[src/rtl/memmap_pkg.sv]
// Shared encodings for the address region decoder.
// Assumes a 32-bit byte-addressed bus with four byte lanes.
package memmap_pkg;
    typedef enum logic [1:0] {
        SZ_BYTE = 2'd0,
        SZ_HALF = 2'd1,
        SZ_WORD = 2'd2,
        SZ_RSVD = 2'd3
    } acc_size_e;

    localparam int N_REGIONS = 4;
    localparam int RG_WIN    = 0;
    localparam int RG_SRAM   = 1;
    localparam int RG_FLASH  = 2;
    localparam int RG_REGS   = 3;
endpackage

[src/rtl/mm_region_match.sv]
// Compares an address against one region [BASE, BASE+SIZE) and returns
// the hit flag and the offset from BASE. Assumes BASE+SIZE <= 2**32.
module mm_region_match #(
    parameter logic [31:0] BASE  = 32'h0,
    parameter logic [31:0] SIZE  = 32'h1000,
    parameter int          OFF_W = 17
) (
    input  logic [31:0]      addr,
    output logic             hit,
    output logic [OFF_W-1:0] off
);
    localparam logic [32:0] LIMIT = {1'b0, BASE} + {1'b0, SIZE};

    logic [31:0] diff;

    // range compare done in 33 bits so the top region cannot wrap
    always_comb begin
        diff = addr - BASE;
        hit  = ({1'b0, addr} >= {1'b0, BASE}) && ({1'b0, addr} < LIMIT);
        off  = diff[OFF_W-1:0];
    end

    logic unused_diff;
    assign unused_diff = ^diff[31:OFF_W];
endmodule

[src/rtl/mm_lane_gen.sv]
// Turns size code and low address bits into little-endian byte-lane
// enables and flags misaligned or reserved-size accesses.
module mm_lane_gen
    import memmap_pkg::*;
(
    input  logic [1:0] addr_lo,
    input  logic [1:0] size,
    output logic [3:0] lanes,
    output logic       bad_align
);
    // lane pattern per size; lowest address lands on lane 0
    always_comb begin
        lanes     = 4'h0;
        bad_align = 1'b0;
        unique case (acc_size_e'(size))
            SZ_BYTE: lanes = 4'b0001 << addr_lo;
            SZ_HALF: begin
                lanes     = 4'b0011 << addr_lo;
                bad_align = addr_lo[0];
            end
            SZ_WORD: begin
                lanes     = 4'hF;
                bad_align = (addr_lo != 2'b00);
            end
            default: bad_align = 1'b1;
        endcase
    end
endmodule

[src/rtl/mm_remap_reg.sv]
// One-bit boot-window remap control. Loads on a qualified write,
// clears on synchronous active-low reset.
module mm_remap_reg (
    input  logic clk,
    input  logic rst_n,
    input  logic load,
    input  logic d,
    output logic q
);
    // hold the window mapping between control writes
    always_ff @(posedge clk) begin
        if (!rst_n)    q <= 1'b0;
        else if (load) q <= d;
    end
endmodule

[src/rtl/memmap_decoder.sv]
// Address region decoder with a remappable boot window.
// Decode is combinational; only the remap bit is stored, so a control
// write changes the mapping from the next access on. Assumes regions are
// listed in ascending address order and the window starts at zero.
module memmap_decoder
    import memmap_pkg::*;
#(
    parameter logic [31:0] WIN_BYTES   = 32'h0000_8000,
    parameter logic [31:0] SRAM_BASE   = 32'h0004_0000,
    parameter logic [31:0] SRAM_BYTES  = 32'h0000_1800,
    parameter logic [31:0] FLASH_BASE  = 32'h0008_0000,
    parameter logic [31:0] FLASH_BYTES = 32'h0000_8000,
    parameter logic [31:0] REGS_BASE   = 32'hFFFF_0000,
    parameter logic [31:0] REGS_BYTES  = 32'h0000_1000,
    parameter logic [31:0] CTL_ADDR    = 32'hFFFF_0220,
    parameter int          OFF_W       = 17
) (
    input  logic             clk,
    input  logic             rst_n,
    input  logic             bus_valid,
    input  logic             bus_write,
    input  logic [31:0]      bus_addr,
    input  logic [1:0]       bus_size,
    input  logic [31:0]      bus_wdata,
    output logic [3:0]       sel,
    output logic [OFF_W-1:0] offset,
    output logic [3:0]       byte_en,
    output logic             abort,
    output logic             win_sram,
    output logic [31:0]      ctl_rdata
);
    localparam logic [31:0] WIN_TO_FLASH = (FLASH_BYTES < WIN_BYTES) ? FLASH_BYTES : WIN_BYTES;
    localparam logic [31:0] WIN_TO_SRAM  = (SRAM_BYTES  < WIN_BYTES) ? SRAM_BYTES  : WIN_BYTES;
    localparam logic [31:0] CTL_REL      = CTL_ADDR - REGS_BASE;
    localparam logic [OFF_W-3:0] CTL_WORD = CTL_REL[OFF_W-1:2];
    localparam logic [31:0] MAX_SPAN     = 32'd1 << OFF_W;

    // elaboration-time layout checks
    if (WIN_BYTES > SRAM_BASE || SRAM_BASE + SRAM_BYTES > FLASH_BASE ||
        FLASH_BASE + FLASH_BYTES > REGS_BASE) begin : g_overlap
        $error("memmap_decoder: regions overlap or are out of order");
    end
    if (WIN_BYTES > MAX_SPAN || SRAM_BYTES > MAX_SPAN ||
        FLASH_BYTES > MAX_SPAN || REGS_BYTES > MAX_SPAN) begin : g_offw
        $error("memmap_decoder: OFF_W too narrow for a region");
    end

    function automatic logic [31:0] rg_base(input int idx);
        case (idx)
            RG_WIN:   return 32'h0;
            RG_SRAM:  return SRAM_BASE;
            RG_FLASH: return FLASH_BASE;
            default:  return REGS_BASE;
        endcase
    endfunction

    function automatic logic [31:0] rg_size(input int idx);
        case (idx)
            RG_WIN:   return WIN_BYTES;
            RG_SRAM:  return SRAM_BYTES;
            RG_FLASH: return FLASH_BYTES;
            default:  return REGS_BYTES;
        endcase
    endfunction

    logic [N_REGIONS-1:0] hit;
    logic [OFF_W-1:0]     rg_off [N_REGIONS];
    logic [3:0]           lanes;
    logic                 bad_align;
    logic                 win_oob;
    logic                 win_ro;
    logic                 is_ctl;
    logic                 ctl_load;

    for (genvar g = 0; g < N_REGIONS; g++) begin : g_region
        mm_region_match #(
            .BASE  (rg_base(g)),
            .SIZE  (rg_size(g)),
            .OFF_W (OFF_W)
        ) u_match (
            .addr (bus_addr),
            .hit  (hit[g]),
            .off  (rg_off[g])
        );
    end

    mm_lane_gen u_lanes (
        .addr_lo   (bus_addr[1:0]),
        .size      (bus_size),
        .lanes     (lanes),
        .bad_align (bad_align)
    );

    mm_remap_reg u_remap (
        .clk   (clk),
        .rst_n (rst_n),
        .load  (ctl_load),
        .d     (bus_wdata[0]),
        .q     (win_sram)
    );

    // window legality under the current mapping
    always_comb begin
        win_oob = hit[RG_WIN] && (bus_addr >= (win_sram ? WIN_TO_SRAM : WIN_TO_FLASH));
        win_ro  = hit[RG_WIN] && bus_write && !win_sram;
    end

    // abort, one-hot select and lane gating
    always_comb begin
        abort   = bus_valid && ((hit == '0) || bad_align || win_oob || win_ro);
        sel     = (bus_valid && !abort) ? hit : '0;
        byte_en = (sel != '0) ? lanes : 4'h0;
    end

    // offset of the selected region, zero when nothing is selected
    always_comb begin
        offset = '0;
        for (int i = 0; i < N_REGIONS; i++) begin
            if (sel[i]) offset = offset | rg_off[i];
        end
    end

    // control-word hit and remap load strobe
    always_comb begin
        is_ctl    = sel[RG_REGS] && (offset[OFF_W-1:2] == CTL_WORD);
        ctl_load  = is_ctl && bus_write && byte_en[0];
        ctl_rdata = (is_ctl && !bus_write) ? {31'b0, win_sram} : 32'h0;
    end

    logic unused_wdata;
    assign unused_wdata = ^bus_wdata[31:1];
endmodule

[config.mk]
export PLATFORM = sky130hd
export DESIGN_NAME = memmap_decoder
export DESIGN_NICKNAME = d
export VERILOG_FILES = /design/src/rtl/memmap_pkg.sv /design/src/rtl/mm_region_match.sv /design/src/rtl/mm_lane_gen.sv /design/src/rtl/mm_remap_reg.sv /design/src/rtl/memmap_decoder.sv
export SDC_FILE = /design/constraint.sdc
export NUM_CORES = 1
export LEC_CHECK = 0
export ABC_AREA = 1
export BUFFER_PORTS_ARGS = -buffer_cell sky130_fd_sc_hd__buf_4
export CORE_MARGIN = 2
export CORE_UTILIZATION = 35
export DETAILED_ROUTE_END_ITERATION = 12
export PLACE_DENSITY = 0.65
export SLEW_MARGIN = 40
export SYNTH_ARGS = -nofsm -noshare
export SYNTH_HDL_FRONTEND = slang
export SYNTH_HIERARCHICAL = 1
export SYNTH_SLANG_ARGS = --single-unit
[constraint.sdc]
create_clock -name clk -period 3.15 [get_ports clk]
set_input_delay 0.4725 -clock clk [delete_from_list [all_inputs] [get_ports clk]]
set_output_delay 0.4725 -clock clk [all_outputs]
set_load 0.1 [all_outputs]
* After elaboration in Yosys (flattened, before gate mapping) *
Index checks and enable logic that the tools add are counted.

word-level totals
  register bits = 1

operators by class
  add/sub/neg operators = 3
  $lt $le $gt $ge = 8
  equality and inequality tests = 3
  shifts and indexed selects = 2
  mux-type cells = 10
  bitwise operators = 3
  reductions and logical operators = 22

operators with widths
  kind                                                                  count
  2-to-1 mux 17 bit                                                     4
  OR 17 bit                                                             3
  subtractor 17 x 1 -> 17 bit (second input constant)                   2
  greater-or-equal comparator 32 x 16 -> 1 bit                          1
  greater-or-equal comparator 32 x 19 -> 1 bit (second input constant)  1
  greater-or-equal comparator 32 x 20 -> 1 bit (second input constant)  1
  greater-or-equal comparator 32 bit (second input constant)            1
  less-than comparator 32 x 16 -> 1 bit (second input constant)         1
  less-than comparator 32 x 19 -> 1 bit (second input constant)         1
  less-than comparator 32 x 20 -> 1 bit (second input constant)         1
  less-than comparator 32 bit (second input constant)                   1
  subtractor 17 bit (second input constant)                             1
  2-to-1 mux 16 bit                                                     1
  equality test 15 x 8 -> 1 bit (second input constant)                 1
  logical AND 1 bit                                                     12
  one-hot mux 4 bit (3 select lines)                                    1
  2-to-1 mux 4 bit                                                      2
  logical NOT 4 bit                                                     1
  nonzero test 4 bit                                                    1
  << shifter 1 x 2 -> 4 bit (first input constant)                      1
  << shifter 2 x 2 -> 4 bit (first input constant)                      1
  logical NOT 1 bit                                                     3
  logical OR 1 bit                                                      3
  one-hot mux 1 bit (3 select lines)                                    1
  5 further kinds                                                       5

* Longest topological paths before layout *
Gate-level depths: netlist (run 1).

  depth after elaboration = 21
  gate-level depth with buffers = 22

* Modules after synthesis *
The synthesis (run 1) kept the hierarchy.

modules (own cells, without submodules)
  module                                  times used  cells an instance  area each (um2)  seq. area each (um2)
  memmap_decoder                          1           306                1,378.8          0.0
  mm_region_match at g_region[2].u_match  1           40                 216.5            0.0
  mm_region_match at g_region[1].u_match  1           38                 210.2            0.0
  mm_region_match at g_region[3].u_match  1           39                 210.2            0.0
  mm_region_match at g_region[0].u_match  1           34                 196.4            0.0
  mm_lane_gen                             1           22                 91.3             0.0
  mm_remap_reg                            1           6                  41.3             20.0

* Least setup slack after synthesis (run 1) *
OpenSTA, ideal clock, no wires.

  path type = register -> output
  start point = register u_remap.q
  end point = output port ctl_rdata[0]
  data arrival time = 4,601 ps
  data required time = 2,677 ps
  slack = -1,923 ps
  stages on the path, launching flop included = 20
  path through = dfxtp_1 inv_1 ha_1 nand2_1 inv_1 nand2_1 nor2_1 nand2_1 nand3_2 nand2_1 nand4_1 buf_6 nor2_1 nor2_1 nand2_1 nor2_1 nand2_1 nor2_1 nand2_1 nor2_1

on the way
  cells in the longest elaborated chain, start to end = 20
  elaborated cells between the ends (all ways) = 22
  classes of those cells = order compare: 1; eq/ne: 1; mux: 7; bitwise: 3; reduce/logical: 10

RTL lines
  item                                          line                   RTL
  start: declaration                            mm_remap_reg.sv:8      output logic q
  start signal: assignment                      mm_remap_reg.sv:12     if (!rst_n) q <= 1'b0;
  start signal: assignment                      mm_remap_reg.sv:13     else if (load) q <= d;
  2-to-1 mux 16 bit                             memmap_decoder.sv:104  win_oob = hit[RG_WIN] && (bus_addr >= (win_sram ? WIN_TO_SRAM : WIN_TO_FLASH));
  greater-or-equal comparator 32 x 16 -> 1 bit  memmap_decoder.sv:104
  logical AND 1 bit                             memmap_decoder.sv:104
  logical OR 1 bit                              memmap_decoder.sv:110  abort = bus_valid && ((hit == '0) || bad_align || win_oob || win_ro);
  logical OR 1 bit (*)                          memmap_decoder.sv:110
  logical AND 1 bit (*)                         memmap_decoder.sv:110
  logical NOT 1 bit (*)                         memmap_decoder.sv:111  sel = (bus_valid && !abort) ? hit : '0;
  logical AND 1 bit (*)                         memmap_decoder.sv:111
  [5 not listed]                                --
  2-to-1 mux 17 bit                             memmap_decoder.sv:119  if (sel[i]) offset = offset | rg_off[i];
  OR 17 bit                                     memmap_decoder.sv:119
  2-to-1 mux 17 bit (*)                         memmap_decoder.sv:119
  named net offset[4]                           memmap_decoder.sv:26   output logic [OFF_W-1:0] offset,
  equality test 15 x 8 -> 1 bit (*)             memmap_decoder.sv:125  is_ctl = sel[RG_REGS] && (offset[OFF_W-1:2] == CTL_WORD);
  logical AND 1 bit (*)                         memmap_decoder.sv:125
  logical AND 1 bit (*)                         memmap_decoder.sv:127  ctl_rdata = (is_ctl && !bus_write) ? {31'b0, win_sram} : 32'h0;
  2-to-1 mux 1 bit (*)                          memmap_decoder.sv:127
  end: declaration                              memmap_decoder.sv:30   output logic [31:0] ctl_rdata

Mark *: on every way through the listed nets, which the timed path passes. The rest lies on a longest branch.

* Worst setup path after layout (run 1) *
  start point = input port bus_addr[26]
  end point = output port ctl_rdata[0]

on the way
  elaborated cells between the ends (all ways) = 33
  classes of those cells = order compare: 8; eq/ne: 1; mux: 6; bitwise: 3; reduce/logical: 15

RTL lines
  item                                       line                   RTL
  start: declaration                         memmap_decoder.sv:22   input logic [31:0] bus_addr,
  less-than comparator 32 x 16 -> 1 bit (*)  mm_region_match.sv:19  hit = ({1'b0, addr} >= {1'b0, BASE}) && ({1'b0, addr} < LIMIT);
  named net hit[0]                           memmap_decoder.sv:66   logic [N_REGIONS-1:0] hit;
  logical NOT 4 bit                          memmap_decoder.sv:110
  logical OR 1 bit (3 in a row)              memmap_decoder.sv:110
  logical AND 1 bit                          memmap_decoder.sv:110
  logical NOT 1 bit                          memmap_decoder.sv:111
  logical AND 1 bit                          memmap_decoder.sv:111
  2-to-1 mux 4 bit (*)                       memmap_decoder.sv:111
  [3 not listed]                             --
  OR 17 bit                                  memmap_decoder.sv:119
  2-to-1 mux 17 bit                          memmap_decoder.sv:119
  OR 17 bit                                  memmap_decoder.sv:119
  2-to-1 mux 17 bit                          memmap_decoder.sv:119
  equality test 15 x 8 -> 1 bit              memmap_decoder.sv:125
  logical AND 1 bit (*)                      memmap_decoder.sv:125
  logical AND 1 bit (*)                      memmap_decoder.sv:127
  2-to-1 mux 1 bit (*)                       memmap_decoder.sv:127

Marked as above.

==> out/metrics.csv, run 1 <==
metric,value,unit
chipHeight,85.9,microns
drcViolationCount,4,
finalWeightedCongestion,0.819,
min_path_type,reg -> reg,
regMostFlops,u_remap/q,
yosysSeqAreaShare,0.854,%
critPathArrivalTime,2850,ps
portBuffers,66,
postRouteAntennaNets,0,
critPathMaxFanout,7,
drt_iter0_drc,66,
core_area,6420,sq um
fmax,0.301,GHz
status,"finished, violations left",
largest_reg_flops,1,
setup_viol,2,
start_util,36.5,%
power_density,101,nW/um^2
vias_per_cell,4.04,
grt_busiest_layer,met2,
n_fill_cell,672,
firstDrtPassIters,8,
drive_gt1_share,36.6,%
vias,2495,
netlist_area,2340,sq um
grt_overflow,0,
cp-end-kind,primary output,
skew,0,ps
use_met3,0.866,%
critPathKind,in -> out,
die_w,85.9,microns
grt_setup_unrepaired,true,
grt_max_degree,9,
antenna_found_initial,0,
power,0.332,mW
irDropWorstVdd,0.114,mV
insertedDiodeCount,0,
clkTransAtPathRegs,0,ps
fin_ws,-177,ps
insertion_delay,0,ps
tns,-292,ps
met2_usage,28.9,%
ys.warnings.count,6,
drv_slew,0,
finalHoldViolations,0,
finalWirelength,5740,microns
ios,129,
fin_nets,616,
final_common_cell,nor2_1,
syn_avg_cell_area,4.83,sq um
cap_violations,0,
cp-start-kind,primary input,
ys_seq_elements,1,
routedWlPerCell,9.29,microns
grt_pass1_wl,9320,microns
grt_usage,14.7,%
rows,29,
die-area,7370,sq um
worstPathRequired,2680,ps
synthDistinctLibCells,22,
fin_hold_ws,643,ps
min_period_over_period,106,%
grt_use_met1,18.4,%
period_needed,3330,ps
final_cell_mix,"nor2_1 (116), inv_1 (100), buf_4 (98)",
dpl-instance-area,2820,sq um
grt_pass1_vias,2215,
top_regs,u_remap/q: 1 flops,
final_area,3280,sq um
p_leak,1.99,nW
dp_hpwl,4640,microns
syn2layout_area_growth,40.1,%
violations,"design-rule violations, negative setup slack",
netlist_instances,485,
## critical path: stages
cell and delay [ps]:
buf_8 100, or2_1 230, nor2_2 100, nand2_1 90, nor2_4 150, nand2_2 80
nor2_4 110, a211oi_4 60, nand4_1 190, buf_4 160, buf_6 130, nor2_1 40
nor2_1 170, nand2_4 60, nor2_1 120, nand2_1 70, nor2_2 90, nand2_2 110
nor2_4 120, buf_12 180
## power by group
group | switching [mW] | leakage [nW] | internal (mW)
Sequential | 0 | 0.00886 | 0.0121
Clock | 0 | 0 | 0
Combinational | 0.246 | 1.98 | 0.0734
Total | 0.246 | 1.99 | 0.0855
## cells by family after synthesis
group           Yosys count  synth area share, %
compound gates           10                 3.31
flops                     1                0.854
other cells               1                0.160
buf+inv                 208                 49.7
simple gates            262                 44.4
fa+ha+maj                 3                 1.60
## per-stage QoR
| stage | utilization [%] | instances | setup slack [ps] |
|---|---|---|---|
| detailed placement | 44.0 | 610 | -355 |
| finish | 51.1 | 618 | -177 |
| floorplan | - | 515 | -400 |
| CTS | 46.3 | 615 | -169 |
| global placement | 44.0 | 610 | -305 |
| global route | 51.1 | 618 | -376 |
## area by class of cell
class / count / area, sq um / share of cell area, %
inverter: 106 / 415 / 12.6
sequential: 1 / 23.8 / 0.724
timing repair buffer: 128 / 1220 / 37.2
multi-input combinational: 306 / 1530 / 46.5
tap: 77 / 96.3 / 2.93
## final timing paths
path                                    from  depth (start not counted)  slack [ps]      endpoint
worst max-delay path            bus_addr[26]                         20        -180  ctl_rdata[0]
worst max register to register     u_remap/q                         26         180     u_remap/q
worst min register to register     u_remap/q                          3         640     u_remap/q
worst min-delay path               u_remap/q                          3         640     u_remap/q
## what timing repair did
item,4_1_cts,5_1_grt
setup endpoints to repair,7,21
hold buffers,0,0
buffers inserted,6,5
gates resized for setup,31,80
gates cloned,0,0
pin swaps,10,12
## cells in the mapped netlist
library cell | count | area [sq um]
a22oi_1 | 4 | 30.0
nor2_2 | 4 | 25.0
buf_4 | 100 | 751
ha_1 | 3 | 37.5
nand3_2 | 1 | 10.0
nor2_1 | 152 | 571
dfxtp_1 | 1 | 20.0
a211oi_4 | 1 | 20.0
buf_6 | 1 | 11.3
and2_1 | 1 | 6.26
o21ai_0 | 3 | 15.0
nand4_2 | 2 | 25.0
or2_2 | 1 | 6.26
a21boi_0 | 1 | 7.51
nand2_1 | 90 | 338
or2_1 | 1 | 6.26
nand4_1 | 3 | 18.8
a21oi_1 | 1 | 5.00
inv_1 | 106 | 398
conb_1 | 1 | 3.75
nand3_1 | 7 | 35.0
buf_2 | 1 | 5.00
## routing by layer
| layer | wire length [microns] | vias up |
|---|---|---|
| li1 | - | 1367 |
| met1 | 2490 | 1072 |
| met2 | 3020 | 54 |
| met3 | 218 | 2 |
| met4 | 14 | 0 |
| met5 | 0 | - |
(Power assumes the default switching activity.)
==> run 2: changes to the inputs <==
--- a/config.mk
+++ b/config.mk
@@ -12,2 +12,3 @@
 export DETAILED_ROUTE_END_ITERATION = 12
+export GPL_TIMING_DRIVEN = 0
 export PLACE_DENSITY = 0.65
--- a/constraint.sdc
+++ b/constraint.sdc
@@ -3,2 +3,2 @@
 set_output_delay 0.4725 -clock clk [all_outputs]
-set_load 0.1 [all_outputs]
+set_load 0.02 [all_outputs]
==> out/metrics.csv, run 2 (synthesis results as in run 1) <==
metric,value,unit,change
chipHeight,85.9,microns,unchanged
tns,-6.90,ps,+285 ps
drt_iter0_drc,102,,+55%
routedWlPerCell,8.77,microns,-5.5%
portBuffers,66,,unchanged
min_period_over_period,100,%,-5.4 points
firstDrtPassIters,8,,unchanged
fin_nets,686,,+11%
irDropWorstVdd,0.0678,mV,-41%
cp-start-kind,primary input,,
clkTransAtPathRegs,0,ps,unchanged
insertedDiodeCount,0,,unchanged
top_regs,u_remap/q: 1 flops,,
p_leak,2.28,nW,+15%
fin_ws,-6.90,ps,+170 ps
finalHoldViolations,0,,unchanged
ios,129,,unchanged
critPathKind,in -> out,,
largest_reg_flops,1,,unchanged
vias_per_cell,3.91,,-3.0%
fin_hold_ws,599,ps,-44.3 ps
regMostFlops,u_remap/q,,
die_w,85.9,microns,unchanged
violations,"design-rule violations, negative setup slack",,
cap_violations,0,,unchanged
cp-end-kind,primary output,,
status,"finished, violations left",,
grt_pass1_wl,10000,microns,+7.8%
grt_max_degree,11,,+2
min_path_type,reg -> reg,,
grt_usage,15.8,%,+1.1 points
pre_cts_ws,-257,ps,+98.1 ps
grt_overflow,0,,unchanged
power_density,78.1,nW/um^2,-23%
drv_slew,0,,unchanged
fmax,0.317,GHz,+5.4%
final_cell_mix,"buf_4 (184), nor2_1 (139), inv_1 (102)",,
start_util,36.5,%,unchanged
antenna_found_initial,0,,unchanged
drive_gt1_share,37.5,%,+0.88 points
critPathMaxFanout,5,,-2
core_area,6420,sq um,unchanged
finalWeightedCongestion,0.799,,-2.5%
skew,0,ps,unchanged
critPathArrivalTime,2680,ps,-170 ps
n_fill_cell,690,,+2.7%
grt_setup_unrepaired,true,,
final_common_cell,buf_4,,
drcViolationCount,6,,+2
rows,29,,unchanged
vias,2693,,+7.9%
setup_viol,1,,-1
postLayoutCoreUtil,53.7,%,+2.6 points
die-area,7370,sq um,unchanged
dp_hpwl,4630,microns,-0.22%
postRouteAntennaNets,0,,unchanged
finalWirelength,6040,microns,+5.2%
ctsHoldBuffers,0,,unchanged
grt_pass1_vias,2372,,+7.1%
insertion_delay,0,ps,unchanged
period_needed,3160,ps,-170 ps
syn2layout_area_growth,47.2,%,
worstPathRequired,2680,ps,about the same
==> run 2: per-stage QoR <==
stage | total power, mW | std cells | instance area, sq um
after floorplan | 0.188 | 515 | 2460
after global placement | 0.259 | 658 | 3050
after detailed placement | 0.263 | 658 | 3050
after CTS | 0.266 | 685 | 3350
after global routing | 0.299 | 688 | 3450
final | 0.270 | 688 | 3450
==> run 2: where the power goes <==
part | switching, mW | internal [mW] | leakage (nW)
combinational | 0.123 | 0.134 | 2.27
sequential | 0 | 0.0129 | 0.00857
clock | 0 | 0 | 0
==> run 2: timing repair <==
action | in CTS | in global routing
buffers inserted | 24 | 3
pin swaps | 19 | 17
resized for setup | 28 | 20
cloned | 3 | 0
endpoints found under the setup margin | 1 | 4
==> run 2: path summary, 6_finish.rpt <==
path / depth (start not counted) / slack, ps / end / start
setup reg to reg: 24 / 370 / u_remap/q / u_remap/q
hold / removal: 2 / 600 / u_remap/q / u_remap/q
hold reg to reg: 2 / 600 / u_remap/q / u_remap/q
setup / recovery: 21 / -7 / ctl_rdata[0] / bus_addr[27]
==> run 2: worst max-delay path, cell delays in order <==
cell and delay, ps:
buf_6 100, or2_1 210, nor2_1 100, nand2_1 90, nor2_4 120, nand2_2 80, nor2_4 110, a211oi_4 50
buf_6 130, nand4_1 90, buf_6 150, buf_8 120, nor2_2 30, nor2_1 90, nand2_1 100, nor2_1 110
nand2_1 60, nor2_2 140, nand2_2 90, nor2_2 100, buf_6 120
==> run 2: area by class of cell <==
cell class | instances | area (sq um) | area share, %
Sequential cell | 1 | 21.3 | 0.616
Multi-Input combinational cell | 306 | 1370 | 39.8
Tap cell | 77 | 96.3 | 2.79
Timing Repair Buffer | 96 | 778 | 22.6
Buffer | 102 | 785 | 22.7
Inverter | 106 | 398 | 11.5
==> run 2: metal layers <==
metal	up-vias	wire length (microns)	global-route usage (%)
met5	-	0	0
met4	0	24	1.15
met3	2	304	0.481
met2	62	2950	29.3
met1	1119	2760	21.3
li1	1510	-	-
==> run 3: changes to the inputs <==
Settings changed: CTS_BUF_LIST set to sky130_fd_sc_hd__clkbuf_16.
Clock period 3.15 ns to 3 ns, I/O delays scaled along.
==> out/metrics.csv, run 3 (synthesis results as in run 1) <==
metric,value,unit,change
grt_setup_unrepaired,true,,
finalHoldViolations,0,,unchanged
skew,0,ps,unchanged
vias_per_cell,3.94,,+0.67%
status,"finished, violations left",,
clkTransAtPathRegs,0,ps,unchanged
routedWlPerCell,8.79,microns,+0.14%
antenna_found_initial,0,,unchanged
critPathArrivalTime,2650,ps,-30 ps
critPathMaxFanout,5,,unchanged
pre_cts_ws,-362,ps,-105 ps
fin_nets,688,,+0.29%
drive_gt1_share,37.8,%,+0.37 points
period_needed,3100,ps,
cap_violations,0,,unchanged
ctsHoldBuffers,0,,unchanged
vias,2719,,+0.97%
worstPathRequired,2550,ps,-130 ps
cp-start-kind,primary input,,
fmax,0.322,GHz,
final_common_cell,buf_4,,
insertion_delay,0,ps,unchanged
chipHeight,85.9,microns,unchanged
top_regs,u_remap/q: 1 flops,,
final_cell_mix,"buf_4 (179), nor2_1 (138), inv_1 (102)",,
firstDrtPassIters,9,,+1
fin_hold_ws,601,ps,+1.89 ps
p_leak,2.30,nW,+0.72%
min_period_over_period,103,%,
largest_reg_flops,1,,unchanged
ios,129,,unchanged
fin_ws,-103,ps,-95.8 ps
setup_viol,4,,+3
min_path_type,reg -> reg,,
drv_slew,0,,unchanged
grt_pass1_wl,10100,microns,+0.55%
drt_iter0_drc,118,,+16%
insertedDiodeCount,0,,unchanged
start_util,36.5,%,unchanged
core_area,6420,sq um,unchanged
portBuffers,66,,unchanged
dp_hpwl,4630,microns,unchanged
finalWirelength,6060,microns,+0.43%
regMostFlops,u_remap/q,,
violations,"design-rule violations, negative setup slack",,
die-area,7370,sq um,unchanged
grt_usage,15.9,%,+0.080 points
rows,29,,unchanged
drcViolationCount,6,,unchanged
finalWeightedCongestion,0.799,,unchanged
syn2layout_area_growth,49.0,%,
irDropWorstVdd,0.0708,mV,+4.5%
grt_pass1_vias,2387,,+0.63%
grt_overflow,0,,unchanged
critPathKind,in -> out,,
fin_cells,690,,+0.29%
dp.cells,658,,unchanged
power_density,81.1,nW/um^2,+3.8%
postRouteAntennaNets,0,,unchanged
die_w,85.9,microns,unchanged
grt_max_degree,11,,unchanged
cp-end-kind,primary output,,
[run 3: cell types whose count changed in the layout (fill, tap and decap cells not counted), sizes merged]
cell,previous run,this run
buf,198,200
[run 3: stage by stage]
step	total power [mW]	TNS (ps)	instance area (sq um)	util [%]
CTS	0.279	-328	3390	52.8
detailed placement	0.276	-469	3050	47.5
global route	0.314	-1110	3490	54.4
global placement	0.272	-393	3050	47.5
floorplan	0.197	0	2460	-
finish	0.283	-266	3490	54.4
[run 3: path summary, 6_finish.rpt]
| check | startpoint | endpoint | slack, ps | cells after the start |
|---|---|---|---|---|
| worst max-delay path | bus_addr[27] | ctl_rdata[0] | -100 | 21 |
| worst min-delay path | u_remap/q | u_remap/q | 600 | 2 |
| worst max register to register | u_remap/q | u_remap/q | 130 | 25 |
| worst min register to register | u_remap/q | u_remap/q | 600 | 2 |
[run 3: repair_timing]
| action | CTS | global route |
|---|---|---|
| resized for setup | 38 | 18 |
| setup endpoints to repair | 3 | 6 |
| cloned | 3 | 0 |
| pin swaps | 19 | 18 |
| buffers inserted | 24 | 5 |
[run 3: worst max-delay path, stage by stage]
cell and delay [ps]:
buf_6 100, or2_1 210, nor2_1 100, nand2_1 90, nor2_4 120, nand2_2 80
nor2_4 110, a211oi_4 50, buf_6 130, nand4_1 90, buf_6 150, buf_8 120
nor2_2 30, nor2_1 90, nand2_1 100, nor2_1 110, nand2_1 60, nor2_2 140
nand2_2 90, nor2_2 100, buf_6 120
[run 3: where the power goes]
| group | internal, mW | total, mW | switching, mW |
|---|---|---|---|
| Clock | 0 | 0 | 0 |
| Combinational | 0.141 | 0.270 | 0.129 |
| Sequential | 0.0136 | 0.0136 | 0 |
[run 3: area by class of cell]
class                   count  area (sq um)
repair buffers             98           820
fillers                   683          2930
inverters                 106           398
well taps                  77          96.3
multi-input cells         306          1380
plain buffers             102           785
flip-flops and latches      1          21.3
[run 3: per-layer routing]
layer / global-route usage (%) / wire length (microns) / share of wire (%) / vias up
met5: 0 / 0 / 0 / -
met4: 1.30 / 24 / 0.40 / 0
met3: 0.481 / 319 / 5.3 / 2
met2: 29.4 / 2980 / 49 / 68
met1: 21.4 / 2740 / 45 / 1136
li1: - / - / - / 1513
